$ cat config.mk
export PLATFORM = sky130hd
export DESIGN_NAME = llsc_monitor
export DESIGN_NICKNAME = d
export VERILOG_FILES = /design/src/rtl/llsc_pkg.sv /design/src/rtl/llsc_ctrl.sv /design/src/rtl/llsc_dpath.sv /design/src/rtl/llsc_monitor.sv
export SDC_FILE = /design/constraint.sdc
export NUM_CORES = 1
export LEC_CHECK = 0
export ABC_CLOCK_PERIOD_IN_PS = 4700
export CORE_MARGIN = 8
export CORE_UTILIZATION = 57
export CTS_CLUSTER_SIZE = 16
export DETAILED_ROUTE_END_ITERATION = 10
export HOLD_SLACK_MARGIN = 0.15
export PLACE_DENSITY = 0.8
export REMOVE_ABC_BUFFERS = 1
export SYNTH_ARGS = -nofsm -noshare
export SYNTH_HDL_FRONTEND = slang
export SYNTH_HIERARCHICAL = 1
export SYNTH_SLANG_ARGS = --single-unit
$ cat constraint.sdc
create_clock -name clk -period 4.7 [get_ports clk]
set_input_delay 0.705 -clock clk [delete_from_list [all_inputs] [get_ports clk]]
set_output_delay 0.705 -clock clk [all_outputs]
set_load 0.02 [all_outputs]
$ cat src/rtl/llsc_pkg.sv
package llsc_pkg;

  typedef enum logic [1:0] {
    OP_READ  = 2'b00,
    OP_STORE = 2'b01,
    OP_LINK  = 2'b10,
    OP_COND  = 2'b11
  } memOp_e;

  // strobes from control to datapath for the granted access
  typedef struct packed {
    logic fire;      // some core holds the slot this cycle
    logic rdEn;      // return memory word
    logic wrEn;      // memory write lands (store or passing conditional)
    logic link;      // arm reservation of the granted core
    logic cond;      // conditional write attempted
    logic condPass;  // conditional write succeeds
  } strobe_t;

endpackage

$ cat src/rtl/llsc_ctrl.sv
module llsc_ctrl
  import llsc_pkg::*;
#(
  parameter int N  = 4,
  parameter int AW = 4,
  parameter int DW = 8
) (
  input  logic [N-1:0]        reqValid,
  input  logic [2*N-1:0]      reqOp,
  input  logic [AW*N-1:0]     reqAddr,
  input  logic [DW*N-1:0]     reqData,
  input  logic [N-1:0]        resvFlag,
  input  logic [AW*N-1:0]     resvAddr,
  output logic [N-1:0]        grant,
  output strobe_t             strb,
  output logic [AW-1:0]       selAddr,
  output logic [DW-1:0]       selData
);

  localparam int IW = (N > 1) ? $clog2(N) : 1;

  logic [IW-1:0] selIdx;
  logic          anyReq;
  memOp_e        selOp;
  logic          selFlag;
  logic [AW-1:0] selResv;

  // fixed priority: lowest index wins
  always_comb begin
    selIdx = '0;
    for (int i = N - 1; i >= 0; i--) begin
      if (reqValid[i]) selIdx = IW'(i);
    end
  end

  assign anyReq  = |reqValid;
  assign grant   = anyReq ? (N'(1) << selIdx) : '0;
  assign selOp   = memOp_e'(reqOp[selIdx*2 +: 2]);
  assign selAddr = reqAddr[selIdx*AW +: AW];
  assign selData = reqData[selIdx*DW +: DW];
  assign selFlag = resvFlag[selIdx];
  assign selResv = resvAddr[selIdx*AW +: AW];

  always_comb begin
    strb          = '0;
    strb.fire     = anyReq;
    strb.rdEn     = anyReq && (selOp == OP_READ || selOp == OP_LINK);
    strb.link     = anyReq && (selOp == OP_LINK);
    strb.cond     = anyReq && (selOp == OP_COND);
    strb.condPass = strb.cond && selFlag && (selResv == selAddr);
    strb.wrEn     = (anyReq && selOp == OP_STORE) || strb.condPass;
  end

endmodule

$ cat src/rtl/llsc_dpath.sv
module llsc_dpath
  import llsc_pkg::*;
#(
  parameter int N  = 4,
  parameter int AW = 4,
  parameter int DW = 8
) (
  input  logic                clk,
  input  logic                rst_n,
  input  strobe_t             strb,
  input  logic [N-1:0]        grant,
  input  logic [AW-1:0]       selAddr,
  input  logic [DW-1:0]       selData,
  input  logic [N-1:0]        intrKill,
  input  logic                snoopValid,
  input  logic [AW-1:0]       snoopAddr,
  output logic [N-1:0]        resvFlag,
  output logic [AW*N-1:0]     resvAddr,
  output logic [N-1:0]        respValid,
  output logic [DW-1:0]       respData
);

  localparam int DEPTH = 1 << AW;

  logic [DW-1:0] mem [DEPTH];

  always_ff @(posedge clk) begin
    if (!rst_n) begin
      for (int w = 0; w < DEPTH; w++) mem[w] <= '0;
    end else if (strb.wrEn) begin
      mem[selAddr] <= selData;
    end
  end

  always_ff @(posedge clk) begin
    if (!rst_n) begin
      respValid <= '0;
      respData  <= '0;
    end else begin
      respValid <= grant;
      if (strb.rdEn) respData <= mem[selAddr];
      else           respData <= {{(DW-1){1'b0}}, strb.condPass};
    end
  end

  for (genvar k = 0; k < N; k++) begin : g_resv
    logic          flagQ;
    logic [AW-1:0] addrQ;
    logic          ownLink, ownCond, remoteHit, snoopHit;

    assign ownLink   = strb.link && grant[k];
    assign ownCond   = strb.cond && grant[k];
    assign remoteHit = strb.wrEn && !grant[k] && (addrQ == selAddr);
    assign snoopHit  = snoopValid && (addrQ == snoopAddr);

    always_ff @(posedge clk) begin
      if (!rst_n) begin
        flagQ <= 1'b0;
        addrQ <= '0;
      end else if (ownLink) begin
        flagQ <= 1'b1;
        addrQ <= selAddr;
      end else if (intrKill[k] || ownCond || remoteHit || snoopHit) begin
        flagQ <= 1'b0;
      end
    end

    assign resvFlag[k]             = flagQ;
    assign resvAddr[k*AW +: AW]    = addrQ;
  end

endmodule

$ cat src/rtl/llsc_monitor.sv
module llsc_monitor
  import llsc_pkg::*;
#(
  parameter int N  = 4,
  parameter int AW = 4,
  parameter int DW = 8
) (
  input  logic                clk,
  input  logic                rst_n,
  input  logic [N-1:0]        reqValid,
  input  logic [2*N-1:0]      reqOp,
  input  logic [AW*N-1:0]     reqAddr,
  input  logic [DW*N-1:0]     reqData,
  output logic [N-1:0]        grant,
  input  logic [N-1:0]        intrKill,
  input  logic                snoopValid,
  input  logic [AW-1:0]       snoopAddr,
  output logic [N-1:0]        respValid,
  output logic [DW-1:0]       respData
);

  strobe_t        strb;
  logic [AW-1:0]  selAddr;
  logic [DW-1:0]  selData;
  logic [N-1:0]   resvFlag;
  logic [AW*N-1:0] resvAddr;

  llsc_ctrl #(.N(N), .AW(AW), .DW(DW)) u_ctrl (
    .reqValid (reqValid),
    .reqOp    (reqOp),
    .reqAddr  (reqAddr),
    .reqData  (reqData),
    .resvFlag (resvFlag),
    .resvAddr (resvAddr),
    .grant    (grant),
    .strb     (strb),
    .selAddr  (selAddr),
    .selData  (selData)
  );

  llsc_dpath #(.N(N), .AW(AW), .DW(DW)) u_dpath (
    .clk        (clk),
    .rst_n      (rst_n),
    .strb       (strb),
    .grant      (grant),
    .selAddr    (selAddr),
    .selData    (selData),
    .intrKill   (intrKill),
    .snoopValid (snoopValid),
    .snoopAddr  (snoopAddr),
    .resvFlag   (resvFlag),
    .resvAddr   (resvAddr),
    .respValid  (respValid),
    .respData   (respData)
  );

endmodule

==> flow_summary.yaml <==
status:
  status: "completed"
power:
  power_switching_share_pct: 25.58
  pwr-share-seq_pct: 45.5
  vdd_drop_max_v: 0.0002498
  power_mw: 3.498
  clkPwrFrac_pct: 40.2
  internal_power_mw: 2.604
  p_sw_uw: 894.8
  p_comb_share_pct: 14.4
  p_leak_nw: 3.683
  power_density_nw_per_um2: 346.5
synthesis:
  synth_cells: 686
  syn_avg_cell_area_um2: 12.18
  synthesis.area_um2: 8358
  yosys_warnings: 6
timing:
  holdWs_ns: 0.5474
  max_freq_ghz: 0.2297
  slew_viol_final: 0
  period_share_pct: 92.64
  slew_headroom_pct: 43.42
  skew_ns: 0.01079
  setup_tns_ns: 0
  rsz0062_at_grt: "false"
  setup_violations: 0
  fin_crit_ns: 4.354
  hold_viol_final: 0
  worst-slew-pin-transition_ns: 0.8487
  fin_ws_ns: 0.3459
clock_network:
  clk_pin_slew_worst_paths_ns: 0.06
  clk_latency_ns: 0.43
  hold_buffers: 0
  cts_setup_buffers: 0
  cts_tree: "yes"
  htreeDepth: 4
  ctsResizeCount: 0
  clockBufferDepth: 2
  cts_buffers: 17
  numClockSinks: 160
  clockRootBuffer: "clkbuf_16"
placed_design:
  place_ws_ns: 0.08080
  dpl.hpwl_um: 15980
  dpl.cell_count: 946
  gp_congestion: 0.9686
  placed_cell_area_um2: 9490
  io_buffers: 86
die:
  core_um2: 14420
  start_util_pct: 57.95
  pin_count: 87
  die_y_um: 137.1
  die_w_um: 137.1
  num_rows: 44
  die_area_um2: 18790
drt:
  vias: 6058
  finalWirelength_um: 22500
  firstDrtPassIters: 5
  ant_nets: 0
  wire_per_inst_um: 23.01
  viasPerCell: 6.194
  drtIter0Drc: 661
  drc_errors: 0
global_route:
  grt_pass1_wl_um: 34240
  antenna_found_initial: 0
  grt_max_degree: 48
  grt_util_all_layers_pct: 24.42
  grt_pass1_vias: 6024
  grt_overflow_total: 0
final_layout:
  final_area_um2: 10100
  final_core_util_pct: 69.99
  nets: 852
  drive_above_1_share_pct: 15.87
  antenna_cells: 0
  fin_cells: 978
  syn_to_final_growth_pct: 20.79
setup_path:
  startpoint_type: "input pin"
  cp-end-kind: "flop"
  cp.arrival_ns: 4.44
  critPathKind: "in2reg"
  required_ns: 4.79
  crit_fanout: 12
job:
  drv_cap: 0
min_path:
  min_path_type: "reg2reg"
-- layout by cell type (no fill, tap or decap), types with 7 or more instances in the layout --
cell / instances
mux2i_1: 14
clkdlybuf4s50_1: 86
nor2_1: 21
nand3_1: 26
mux4_2: 32
nor3_1: 7
nor2b_1: 10
nand2b_1: 11
and2_1: 133
edfxtp_1: 128
a22oi_1: 17
buf_4: 41
clkbuf_16: 17
dfxtp_1: 32
inv_1: 9
xor2_1: 15
o21ai_0: 28
a21boi_0: 17
a21oi_1: 7
o22ai_1: 10
xnor2_1: 19
nand2_1: 30
-- layout make-up --
cell class                      count  area (um^2)
Clock buffer                       18        439.2
Tap cell                          184        230.2
Fill cell                        1003         4328
Timing Repair Buffer              127         1169
Inverter                           10        37.54
Multi-Input combinational cell    465         3570
Clock inverter                     14        166.4
Sequential cell                   160         4484
-- flip-flops by register name (all words and copies together) (netlist names) --
signal	flops
u_dpath/g_resv.addrQ	16
u_dpath/g_resv.flagQ	4
u_dpath/mem	128
u_dpath/respData	8
u_dpath/respValid	4
-- power groups by stage --
stage                     clock network [mW]  registers (mW)  logic, mW
after CTS                               1.42            1.59      0.496
final                                   1.41            1.59      0.502
after global routing                    1.47            1.59      0.532
after detailed placement                   0            1.62      0.491
after global placement                     0            1.62      0.483
after floorplan                            0            1.62      0.257
-- per-layer routing --
layer | global-route usage [%] | vias to the layer above | routed length [um]
met5 | 0 | - | 0
met4 | 11.53 | 0 | 676
met3 | 5.690 | 47 | 2513
met2 | 36.89 | 384 | 10190
met1 | 32.73 | 2912 | 9121
li1 | - | 2715 | -
-- path summary, 6_finish.rpt --
kind                                                              start                                       to  slack, ns  depth (start not counted)
worst min-delay path            u_dpath/g_resv[0].addrQ[3]$_SDFFE_PN0P_  u_dpath/g_resv[0].addrQ[3]$_SDFFE_PN0P_       0.55                          2
worst max-delay path                                        reqValid[1]          u_dpath/mem[0][2]$_SDFFCE_PN0P_       0.35                         11
worst min register to register  u_dpath/g_resv[0].addrQ[3]$_SDFFE_PN0P_  u_dpath/g_resv[0].addrQ[3]$_SDFFE_PN0P_       0.55                          2
worst max register to register  u_dpath/g_resv[3].addrQ[1]$_SDFFE_PN0P_          u_dpath/mem[0][2]$_SDFFCE_PN0P_       1.27                         10
-- worst max-delay path: stages --
cell and delay (ns):
clkdlybuf4s50_1 0.60, buf_4 0.23, nor2b_1 0.52, nand2_1 0.16
a41oi_1 0.31, nand4_1 0.19, o21ai_1 0.50, nand2_1 0.12
or3_1 0.48, nor3_4 0.26, nand2b_1 0.36
Power figures use the tool's default switching activity.
